==> config.mk <==
export PLATFORM = sky130hd
export DESIGN_NAME = lreg_pair_mover
export DESIGN_NICKNAME = d
export VERILOG_FILES = /design/src/rtl/lpm_pkg.sv /design/src/rtl/lpm_limiter.sv /design/src/rtl/lpm_regfile.sv /design/src/rtl/lpm_read_mux.sv /design/src/rtl/lreg_pair_mover.sv
export SDC_FILE = /design/constraint.sdc
export NUM_CORES = 1
export LEC_CHECK = 0
export BUFFER_PORTS_ARGS = -buffer_cell sky130_fd_sc_hd__buf_4
export CAP_MARGIN = 5
export CORE_MARGIN = 8
export CORE_UTILIZATION = 50
export DETAILED_ROUTE_END_ITERATION = 12
export PLACE_DENSITY = 0.82
export SETUP_SLACK_MARGIN = 0.1
export SYNTH_ARGS = -nofsm -noshare
export SYNTH_HDL_FRONTEND = slang
export SYNTH_SLANG_ARGS = --single-unit
==> constraint.sdc <==
create_clock -name clk_i -period 2.9 [get_ports clk_i]
set_input_delay 0 -clock clk_i [delete_from_list [all_inputs] [get_ports clk_i]]
set_output_delay 0 -clock clk_i [all_outputs]
set_load 0.1 [all_outputs]
==> src/rtl/lpm_pkg.sv <==
package lpm_pkg;
  typedef enum logic [2:0] {
    SEL_A_RAW = 3'b000,
    SEL_B_RAW = 3'b001,
    SEL_X     = 3'b010,
    SEL_Y     = 3'b011,
    SEL_A     = 3'b100,
    SEL_B     = 3'b101,
    SEL_AB    = 3'b110,
    SEL_BA    = 3'b111
  } pair_sel_e;
endpackage

==> src/rtl/lpm_limiter.sv <==
// Saturates a signed value whose top EXT_W+1 bits are not uniform.
module lpm_limiter #(
  parameter int EXT_W = 8,
  parameter int OUT_W = 48,
  localparam int IN_W = EXT_W + OUT_W
) (
  input  logic [IN_W-1:0]  val_i,
  output logic [OUT_W-1:0] val_o,
  output logic             ovf_o
);
  logic [EXT_W:0] top;
  logic           sign;

  assign top  = val_i[IN_W-1:OUT_W-1];
  assign sign = val_i[IN_W-1];

  always_comb begin
    ovf_o = !((top == '0) || (top == '1));
    if (ovf_o) val_o = {sign, {(OUT_W-1){~sign}}};
    else       val_o = val_i[OUT_W-1:0];
  end
endmodule

==> src/rtl/lpm_regfile.sv <==
module lpm_regfile
  import lpm_pkg::*;
#(
  parameter int WORD_W = 24,
  parameter int EXT_W  = 8,
  localparam int LONG_W = 2 * WORD_W,
  localparam int ACC_W  = EXT_W + LONG_W
) (
  input  logic              clk_i,
  input  logic              rst_ni,
  input  logic              wr_en_i,
  input  logic [2:0]        wr_sel_i,
  input  logic [LONG_W-1:0] wr_data_i,
  output logic [ACC_W-1:0]  acc_a_o,
  output logic [ACC_W-1:0]  acc_b_o,
  output logic [LONG_W-1:0] x_o,
  output logic [LONG_W-1:0] y_o
);
  logic [ACC_W-1:0]  a_q, a_d, b_q, b_d;
  logic [LONG_W-1:0] x_q, x_d, y_q, y_d;
  logic [WORD_W-1:0] hi_w, lo_w;
  logic [ACC_W-1:0]  full_w, hi_pack, lo_pack;
  pair_sel_e         sel;

  assign sel     = pair_sel_e'(wr_sel_i);
  assign hi_w    = wr_data_i[LONG_W-1:WORD_W];
  assign lo_w    = wr_data_i[WORD_W-1:0];
  assign full_w  = {{EXT_W{wr_data_i[LONG_W-1]}}, wr_data_i};
  assign hi_pack = {{EXT_W{hi_w[WORD_W-1]}}, hi_w, {WORD_W{1'b0}}};
  assign lo_pack = {{EXT_W{lo_w[WORD_W-1]}}, lo_w, {WORD_W{1'b0}}};

  always_comb begin
    a_d = a_q;
    b_d = b_q;
    x_d = x_q;
    y_d = y_q;
    if (wr_en_i) begin
      unique case (sel)
        SEL_A_RAW: a_d = {a_q[ACC_W-1:LONG_W], wr_data_i};
        SEL_B_RAW: b_d = {b_q[ACC_W-1:LONG_W], wr_data_i};
        SEL_X:     x_d = wr_data_i;
        SEL_Y:     y_d = wr_data_i;
        SEL_A:     a_d = full_w;
        SEL_B:     b_d = full_w;
        SEL_AB: begin
          a_d = hi_pack;
          b_d = lo_pack;
        end
        SEL_BA: begin
          b_d = hi_pack;
          a_d = lo_pack;
        end
        default: ;
      endcase
    end
  end

  always_ff @(posedge clk_i or negedge rst_ni) begin
    if (!rst_ni) begin
      a_q <= '0;
      b_q <= '0;
      x_q <= '0;
      y_q <= '0;
    end else begin
      a_q <= a_d;
      b_q <= b_d;
      x_q <= x_d;
      y_q <= y_d;
    end
  end

  assign acc_a_o = a_q;
  assign acc_b_o = b_q;
  assign x_o     = x_q;
  assign y_o     = y_q;
endmodule

==> src/rtl/lpm_read_mux.sv <==
module lpm_read_mux
  import lpm_pkg::*;
#(
  parameter int WORD_W = 24,
  parameter int EXT_W  = 8,
  localparam int LONG_W = 2 * WORD_W,
  localparam int ACC_W  = EXT_W + LONG_W
) (
  input  logic [2:0]        sel_i,
  input  logic [ACC_W-1:0]  acc_a_i,
  input  logic [ACC_W-1:0]  acc_b_i,
  input  logic [LONG_W-1:0] x_i,
  input  logic [LONG_W-1:0] y_i,
  output logic [LONG_W-1:0] data_o,
  output logic              sat_o
);
  logic [ACC_W-1:0]  acc [2];
  logic [LONG_W-1:0] full_v [2];
  logic [WORD_W-1:0] half_v [2];
  logic [1:0]        full_ovf, half_ovf;
  pair_sel_e         sel;

  assign acc[0] = acc_a_i;
  assign acc[1] = acc_b_i;
  assign sel    = pair_sel_e'(sel_i);

  for (genvar g = 0; g < 2; g++) begin : g_acc
    lpm_limiter #(.EXT_W(EXT_W), .OUT_W(LONG_W)) u_full (
      .val_i(acc[g]),
      .val_o(full_v[g]),
      .ovf_o(full_ovf[g])
    );
    lpm_limiter #(.EXT_W(EXT_W), .OUT_W(WORD_W)) u_half (
      .val_i(acc[g][ACC_W-1:WORD_W]),
      .val_o(half_v[g]),
      .ovf_o(half_ovf[g])
    );
  end

  always_comb begin
    data_o = '0;
    sat_o  = 1'b0;
    unique case (sel)
      SEL_A_RAW: data_o = acc_a_i[LONG_W-1:0];
      SEL_B_RAW: data_o = acc_b_i[LONG_W-1:0];
      SEL_X:     data_o = x_i;
      SEL_Y:     data_o = y_i;
      SEL_A: begin
        data_o = full_v[0];
        sat_o  = full_ovf[0];
      end
      SEL_B: begin
        data_o = full_v[1];
        sat_o  = full_ovf[1];
      end
      SEL_AB: begin
        data_o = {half_v[0], half_v[1]};
        sat_o  = |half_ovf;
      end
      SEL_BA: begin
        data_o = {half_v[1], half_v[0]};
        sat_o  = |half_ovf;
      end
      default: ;
    endcase
  end
endmodule

==> src/rtl/lreg_pair_mover.sv <==
module lreg_pair_mover #(
  parameter int WORD_W = 24,
  parameter int EXT_W  = 8,
  localparam int LONG_W = 2 * WORD_W,
  localparam int ACC_W  = EXT_W + LONG_W
) (
  input  logic              clk_i,
  input  logic              rst_ni,
  input  logic              wr_en_i,
  input  logic [2:0]        wr_sel_i,
  input  logic [LONG_W-1:0] wr_data_i,
  input  logic              rd_en_i,
  input  logic [2:0]        rd_sel_i,
  output logic [LONG_W-1:0] rd_data_o,
  output logic              lim_o,
  output logic [ACC_W-1:0]  acc_a_o,
  output logic [ACC_W-1:0]  acc_b_o,
  output logic [LONG_W-1:0] x_o,
  output logic [LONG_W-1:0] y_o
);
  logic [ACC_W-1:0]  acc_a, acc_b;
  logic [LONG_W-1:0] x_r, y_r, mux_data, rd_q;
  logic              mux_sat, lim_q;

  lpm_regfile #(.WORD_W(WORD_W), .EXT_W(EXT_W)) u_regs (
    .clk_i     (clk_i),
    .rst_ni    (rst_ni),
    .wr_en_i   (wr_en_i),
    .wr_sel_i  (wr_sel_i),
    .wr_data_i (wr_data_i),
    .acc_a_o   (acc_a),
    .acc_b_o   (acc_b),
    .x_o       (x_r),
    .y_o       (y_r)
  );

  // Reads see pre-write register state; the write lands on the same edge.
  lpm_read_mux #(.WORD_W(WORD_W), .EXT_W(EXT_W)) u_rmux (
    .sel_i   (rd_sel_i),
    .acc_a_i (acc_a),
    .acc_b_i (acc_b),
    .x_i     (x_r),
    .y_i     (y_r),
    .data_o  (mux_data),
    .sat_o   (mux_sat)
  );

  always_ff @(posedge clk_i or negedge rst_ni) begin
    if (!rst_ni) begin
      rd_q  <= '0;
      lim_q <= 1'b0;
    end else begin
      lim_q <= rd_en_i & mux_sat;
      if (rd_en_i) rd_q <= mux_data;
    end
  end

  assign rd_data_o = rd_q;
  assign lim_o     = lim_q;
  assign acc_a_o   = acc_a;
  assign acc_b_o   = acc_b;
  assign x_o       = x_r;
  assign y_o       = y_r;
endmodule

* After elaboration in Yosys (flattened, before gate mapping)
Index checks and enable logic that the tools add are counted.
** Cells by class
- Bitwise operators :: 5
- Reductions and logical operators :: 20
- Equal/unequal tests :: 16
- Mux-type cells :: 8
** Operators by type and width (count)
- one-hot mux 56 bit (4 select lines) :: 2
- one-hot mux 48 bit (8 select lines) :: 1
- 2-to-1 mux 48 bit :: 2
- 2-to-1 mux 24 bit :: 2
- == test 3 bit, second input constant :: 8
- == test 9 bit, second input constant :: 2
- logical NOT 9 bit :: 2
- == test 3 x 2 -> 1 bit, second input constant :: 4
- AND reduction 2 bit :: 4
- nonzero test 4 bit :: 2
- == test 3 x 1 -> 1 bit, second input constant :: 2
- logical NOT 3 bit :: 2
- AND reduction 3 bit :: 2
- nonzero test 3 bit :: 2
- NOT 1 bit :: 4
- OR reduction 2 bit :: 2
- one-hot mux 1 bit (3 select lines) :: 1
- logical NOT 1 bit :: 2
- logical OR 1 bit :: 2
- bitwise AND 1 bit :: 1
** Storage, ports and cells
- Output and inout bits :: 257
- Register bits after elaboration :: 257
- Word-level logic and storage cells :: 57
- Input bits :: 58

* Depth between registers and ports, before layout
- Word-level depth :: 6
- Gate-level depth with buffers :: 9
- Mapped depth without buffers :: 7

* Cells and area by module
A second synthesis with hierarchy kept.
** Second synthesis, totals
- Cells, all modules :: 1488
- Area, all modules :: 15785.1 um2
** By module, submodules not included
- lpm_regfile :: instances 1, sequential area each 4854.7 um2, area an instance 8265.4 um2, cells each 523
- lpm_read_mux :: instances 1, sequential area each 0.0 um2, area an instance 3175.5 um2, cells each 488
- lreg_pair_mover :: instances 1, sequential area each 1226.2 um2, area an instance 1851.8 um2, cells each 103
- lpm_limiter (u_rmux.g_acc[0].u_full ...) :: instances 2, sequential area each 0.0 um2, area an instance 812.0 um2, cells each 122
- lpm_limiter (u_rmux.g_acc[0].u_half ...) :: instances 2, sequential area each 0.0 um2, area an instance 434.2 um2, cells each 65

* Least setup slack after synthesis
Ideal clock, no wire load.
- Kind :: register to register
- Start :: register u_regs.b_q[54] (netlist: u_regs.acc_b_o[54])
- End :: register rd_q[22] (netlist: rd_data_o[22])
- Buffers on the path :: 2
- Cell stages (with the launch flop) :: 9
- Data required time :: 2825 ps
- Library setup time :: 75 ps
- Arrival :: 2608 ps
- Setup slack :: 217 ps
- Period minus slack after synthesis :: 2683 ps
- Path through :: dfrtp_1 > ha_1 > buf_2 > nor2_4 > buf_2 > a21oi_1 > a2111oi_2 > nor3_1 > nor2_1
** On the way
- Word-level cells in the longest chain between the ends :: 4
- Elaborated cells on any way between the ends :: 6
- Classes of those cells :: 1 x eq/ne; 3 x mux; 2 x reduce/logical
** Ends and longest elaborated chain
- start: declaration :: RTL line lpm_regfile.sv:19 : logic [ACC_W-1:0] a_q, a_d, b_q, b_d;
- start signal: assignment :: RTL line lpm_regfile.sv:61 : b_q <= '0;
- start signal: assignment :: RTL line lpm_regfile.sv:66 : b_q <= b_d;
- == test 9 bit or logical NOT 9 bit (tied branches) :: RTL line lpm_limiter.sv:18 : ovf_o = !((top == '0) || (top == '1));
- logical OR 1 bit (*) :: RTL line lpm_limiter.sv:18
- 2-to-1 mux 24 bit or 2-to-1 mux 48 bit (tied branches) :: RTL line lpm_limiter.sv:19 : if (ovf_o) val_o = {sign, {(OUT_W-1){~sign}}};
- one-hot mux 48 bit (8 select lines) (*) :: RTL line lpm_read_mux.sv:43 : unique case (sel)
- end signal: assignment :: RTL line lreg_pair_mover.sv:54 : if (rd_en_i) rd_q <= mux_data;
- end: declaration :: RTL line lreg_pair_mover.sv:22 : logic [LONG_W-1:0] x_r, y_r, mux_data, rd_q;
Mark *: on every way between the ends. The rest lies on a longest branch, timed or not.
A chain may end at the register's enable or synchronous reset.

* Final worst setup path
- Start :: register u_regs.a_q[47] (netlist: u_regs.acc_a_o[47])
- End :: register rd_q[21] (netlist: rd_data_o[21])
** On the way
- Word-level cells in the longest chain between the ends :: 4
- Elaborated cells on any way between the ends :: 6
- Classes of those cells :: 1 x eq/ne; 3 x mux; 2 x reduce/logical
** Ends and longest elaborated chain
- start: declaration :: RTL line lpm_regfile.sv:19
- start signal: assignment :: RTL line lpm_regfile.sv:60 : a_q <= '0;
- start signal: assignment :: RTL line lpm_regfile.sv:65 : a_q <= a_d;
- == test 9 bit or logical NOT 9 bit (tied branches) :: RTL line lpm_limiter.sv:18
- logical OR 1 bit (*) :: RTL line lpm_limiter.sv:18
- 2-to-1 mux 24 bit or 2-to-1 mux 48 bit (tied branches) :: RTL line lpm_limiter.sv:19
- one-hot mux 48 bit (8 select lines) (*) :: RTL line lpm_read_mux.sv:43
Marks and branches as above.

==> flow_summary.toml <==
[outcome]
status = "finished clean"

[timing]
min_period_over_period_pct = 83.1
period_needed_ns = 2.41
worst_pin_slew_ns = 1.14
slew_headroom_pct = 23.7
rsz0062_at_grt = "no"
setup_tns_ns = 0
drv_slew = 0
whs_ns = 0.0512
hold_violations = 0
setup_ws_ns = 0.489
fmax_mhz = 415
skew_ns = 0.0168
setup_viol = 0

[floorplan]
rows = 58
die-area_um2 = 31000
initial_core_util_pct = 50.8
die_h_um = 176
die_w_um = 176
core_um2 = 25200
io_pins = 315

[synthesis]
synth.avg_cell_area_um2 = 9.82
synth.area.top_cells = "dfrtp_1 47%, mux2_2 8.4%, mux2i_1 7.9%, o21ai_0 5.7%, nand2_1 4.4%"
synthArstFlopShare_pct = 100
synthFlopType = "dfrtp_1"
syn-instance-count = 1304
yosys_warnings = 0
yosysTopAreaCell = "dfrtp_1"
yosysTopAreaCellShare_pct = 47.5
syn-cell-area_um2 = 12800
synth_fp_nets = 1366
yosysSeqAreaShare_pct = 47.5
synth_edf_count = 0
synth_cell_types = 44
synth_seq_cells = 243

[critical_path]
crit_fanout = 25
critPathKind = "register to register"
cp-end-kind = "register"
rrSetupSlack_ns = 0.49
r2r_cells = 7
cp.required_ns = 3.36
cp_data_arrival_time_ns = 2.87
crit_path_start_kind = "register"

[global_route]
first_global_vias = 12510
grt_overflow = 0
antenna_found_initial = 0
grt_first_pass_wirelength_um = 74500
grtUsageTotal_pct = 30.3
grt_max_degree = 85

[detailed_routing]
routed_wl_um = 48500
num_vias = 12311
drtPass1Iterations = 6
vias_per_cell = 6.30
drt_iter0_drc = 1606
drc_errors = 0
ant_nets = 0
avgRoutedWirePerCell_um = 24.8

[clocking]
clkSinkCount = 243
clockBufferDepth = 3
cts_buffers = 26
hold_buffers = 57
post_cts_resized = 0
clk-insertion-delay-late_ns = 0.54
htreeDepth = 1
cts_tree = "built"
root_buffer = "clkbuf_16"
cts.clk_slew.worst_paths_ns = 0.06
cts_setup_buffers = 0

[power]
powerDensity_nw_per_um2 = 1010
ir_drop_uv = 827
p_leak_nw = 7.90

[place]
place.gp.congestion = 0.895
io_buffers = 314
pre_cts_ws_ns = 0.570
dp_hpwl_um = 30900

[cells_and_area]
drive_gt1_share_pct = 31.3
area_growth_pct = 30.1
seq_area_um2 = 6080
layout.nets = 1668
antennaDiodeCount = 0
multi_input_comb_area_um2 = 5980
nFillCells = 1863

[run]
maxCapViolations = 0

[hold_path]
hold_path_class = "primary input to async pin"
==> flip-flops by register name, summed over array words and instances, names as in the netlist <==
name and flops:
u_regs.x_o 48, rd_data_o 48, u_regs.y_o 48, lim_o 1, u_regs.acc_a_o 49, u_regs.acc_b_o 49
==> critical path, stage by stage, from the launching register on <==
cell and delay, ns:
dfrtp_1 0.41, inv_1 0.07, ha_2 0.46, nor2_4 0.77
a21oi_1 0.14, a211oi_1 0.28, nor3_1 0.08, nor2_1 0.12
==> cell families (layout without fill, tap and decap cells) <==
family	Yosys count	count (layout)	synth area share, %
simple gates	292	292	10.1
mux	198	198	16.6
fa+ha+maj	4	4	0.391
flops	243	243	47.5
buf+inv	162	481	6.12
xor+xnor	1	1	0.0684
compound gates	404	404	19.2
==> cells in the mapped netlist, drive strengths merged (2+ instances only) <==
cell and count:
a2111oi 16, a211o 3, a211oi 59, a21oi 111
a221oi 3, a22o 2, a31oi 2, and2 2
and3 16, buf 79, clkbuf 50, dfrtp 243
ha 4, inv 33, mux2 95, mux2i 101
mux4 2, nand2 151, nand2b 5, nand3 5
nand3b 4, nand4b 2, nor2 66, nor2b 18
nor3 18, nor3b 2, o211ai 2, o21ai 150
o221ai 6, o22ai 47
==> stage by stage <==
| stage | cell area [um^2] | power, mW | util, % | instances |
|---|---|---|---|---|
| after floorplan | 12800 | 11.3 | - | 1304 |
| after global placement | 15300 | 13.3 | 60.7 | 1851 |
| after detailed placement | 15300 | 13.5 | 60.7 | 1851 |
| after CTS | 16700 | 16.7 | 66.1 | 1953 |
| after global routing | 16700 | 17.3 | 66.1 | 1953 |
| final | 16700 | 16.8 | 66.1 | 1953 |
==> final cells by class <==
class                   count  share of cell area (%)
clock buffers              41                    4.67
well taps                 330                    2.48
inverters                  33                   0.744
repair buffers            403                    19.5
clock inverters             4                   0.135
multi-input cells         899                    35.9
flip-flops and latches    243                    36.5
==> routing by layer <==
metal | up-vias | share of wire (%) | global-route usage [%] | routed length [um]
met2 | 855 | 47 | 49.2 | 23000
met1 | 6016 | 37 | 37.2 | 18100
li1 | 5270 | - | - | -
met3 | 170 | 11 | 8.52 | 5280
met5 | - | 0 | 0 | 0
met4 | 0 | 4.4 | 13.6 | 2130
==> where the power goes <==
part	internal, mW	switching, mW	leakage (nW)
combinational	1.88	6.96	4.53
sequential	4.05	0.690	2.98
clock	1.82	1.38	0.391
==> final timing paths <==
| path | startpoint | endpoint |
|---|---|---|
| worst min-delay path | rst_ni | u_regs.acc_b_o[28]$_DFFE_PN0P_ |
| worst max-delay path | u_regs.acc_a_o[47]$_DFFE_PN0P_ | rd_data_o[21]$_DFFE_PN0P_ |
| worst min register to register | u_regs.y_o[44]$_DFFE_PN0P_ | u_regs.y_o[44]$_DFFE_PN0P_ |
| min in group clk_i | rd_sel_i[0] | rd_data_o[23]$_DFFE_PN0P_ |
| max in group asynchronous | rst_ni | u_regs.y_o[0]$_DFFE_PN0P_ |
| worst max register to register | u_regs.acc_a_o[47]$_DFFE_PN0P_ | rd_data_o[21]$_DFFE_PN0P_ |
==> layout by cell type (no fill, tap or decap), types with 3 or more instances in the layout <==
cell,n
clkbuf_16,27
dfrtp_1,243
o21ai_0,146
clkinv_2,3
o221ai_1,6
buf_4,339
a2111oi_2,16
o22ai_1,47
a211oi_1,59
buf_12,6
clkbuf_1,9
and3_1,16
mux2i_1,101
a221oi_1,3
nand2_1,149
nor2b_1,17
dlygate4sd3_1,57
o21ai_1,4
inv_1,33
nor2_1,64
nand3_1,3
nand3b_1,4
clkbuf_8,5
nand2b_1,4
nor3_1,18
a211o_1,3
mux2_2,95
a21oi_1,111
(Power assumes the default switching activity.)
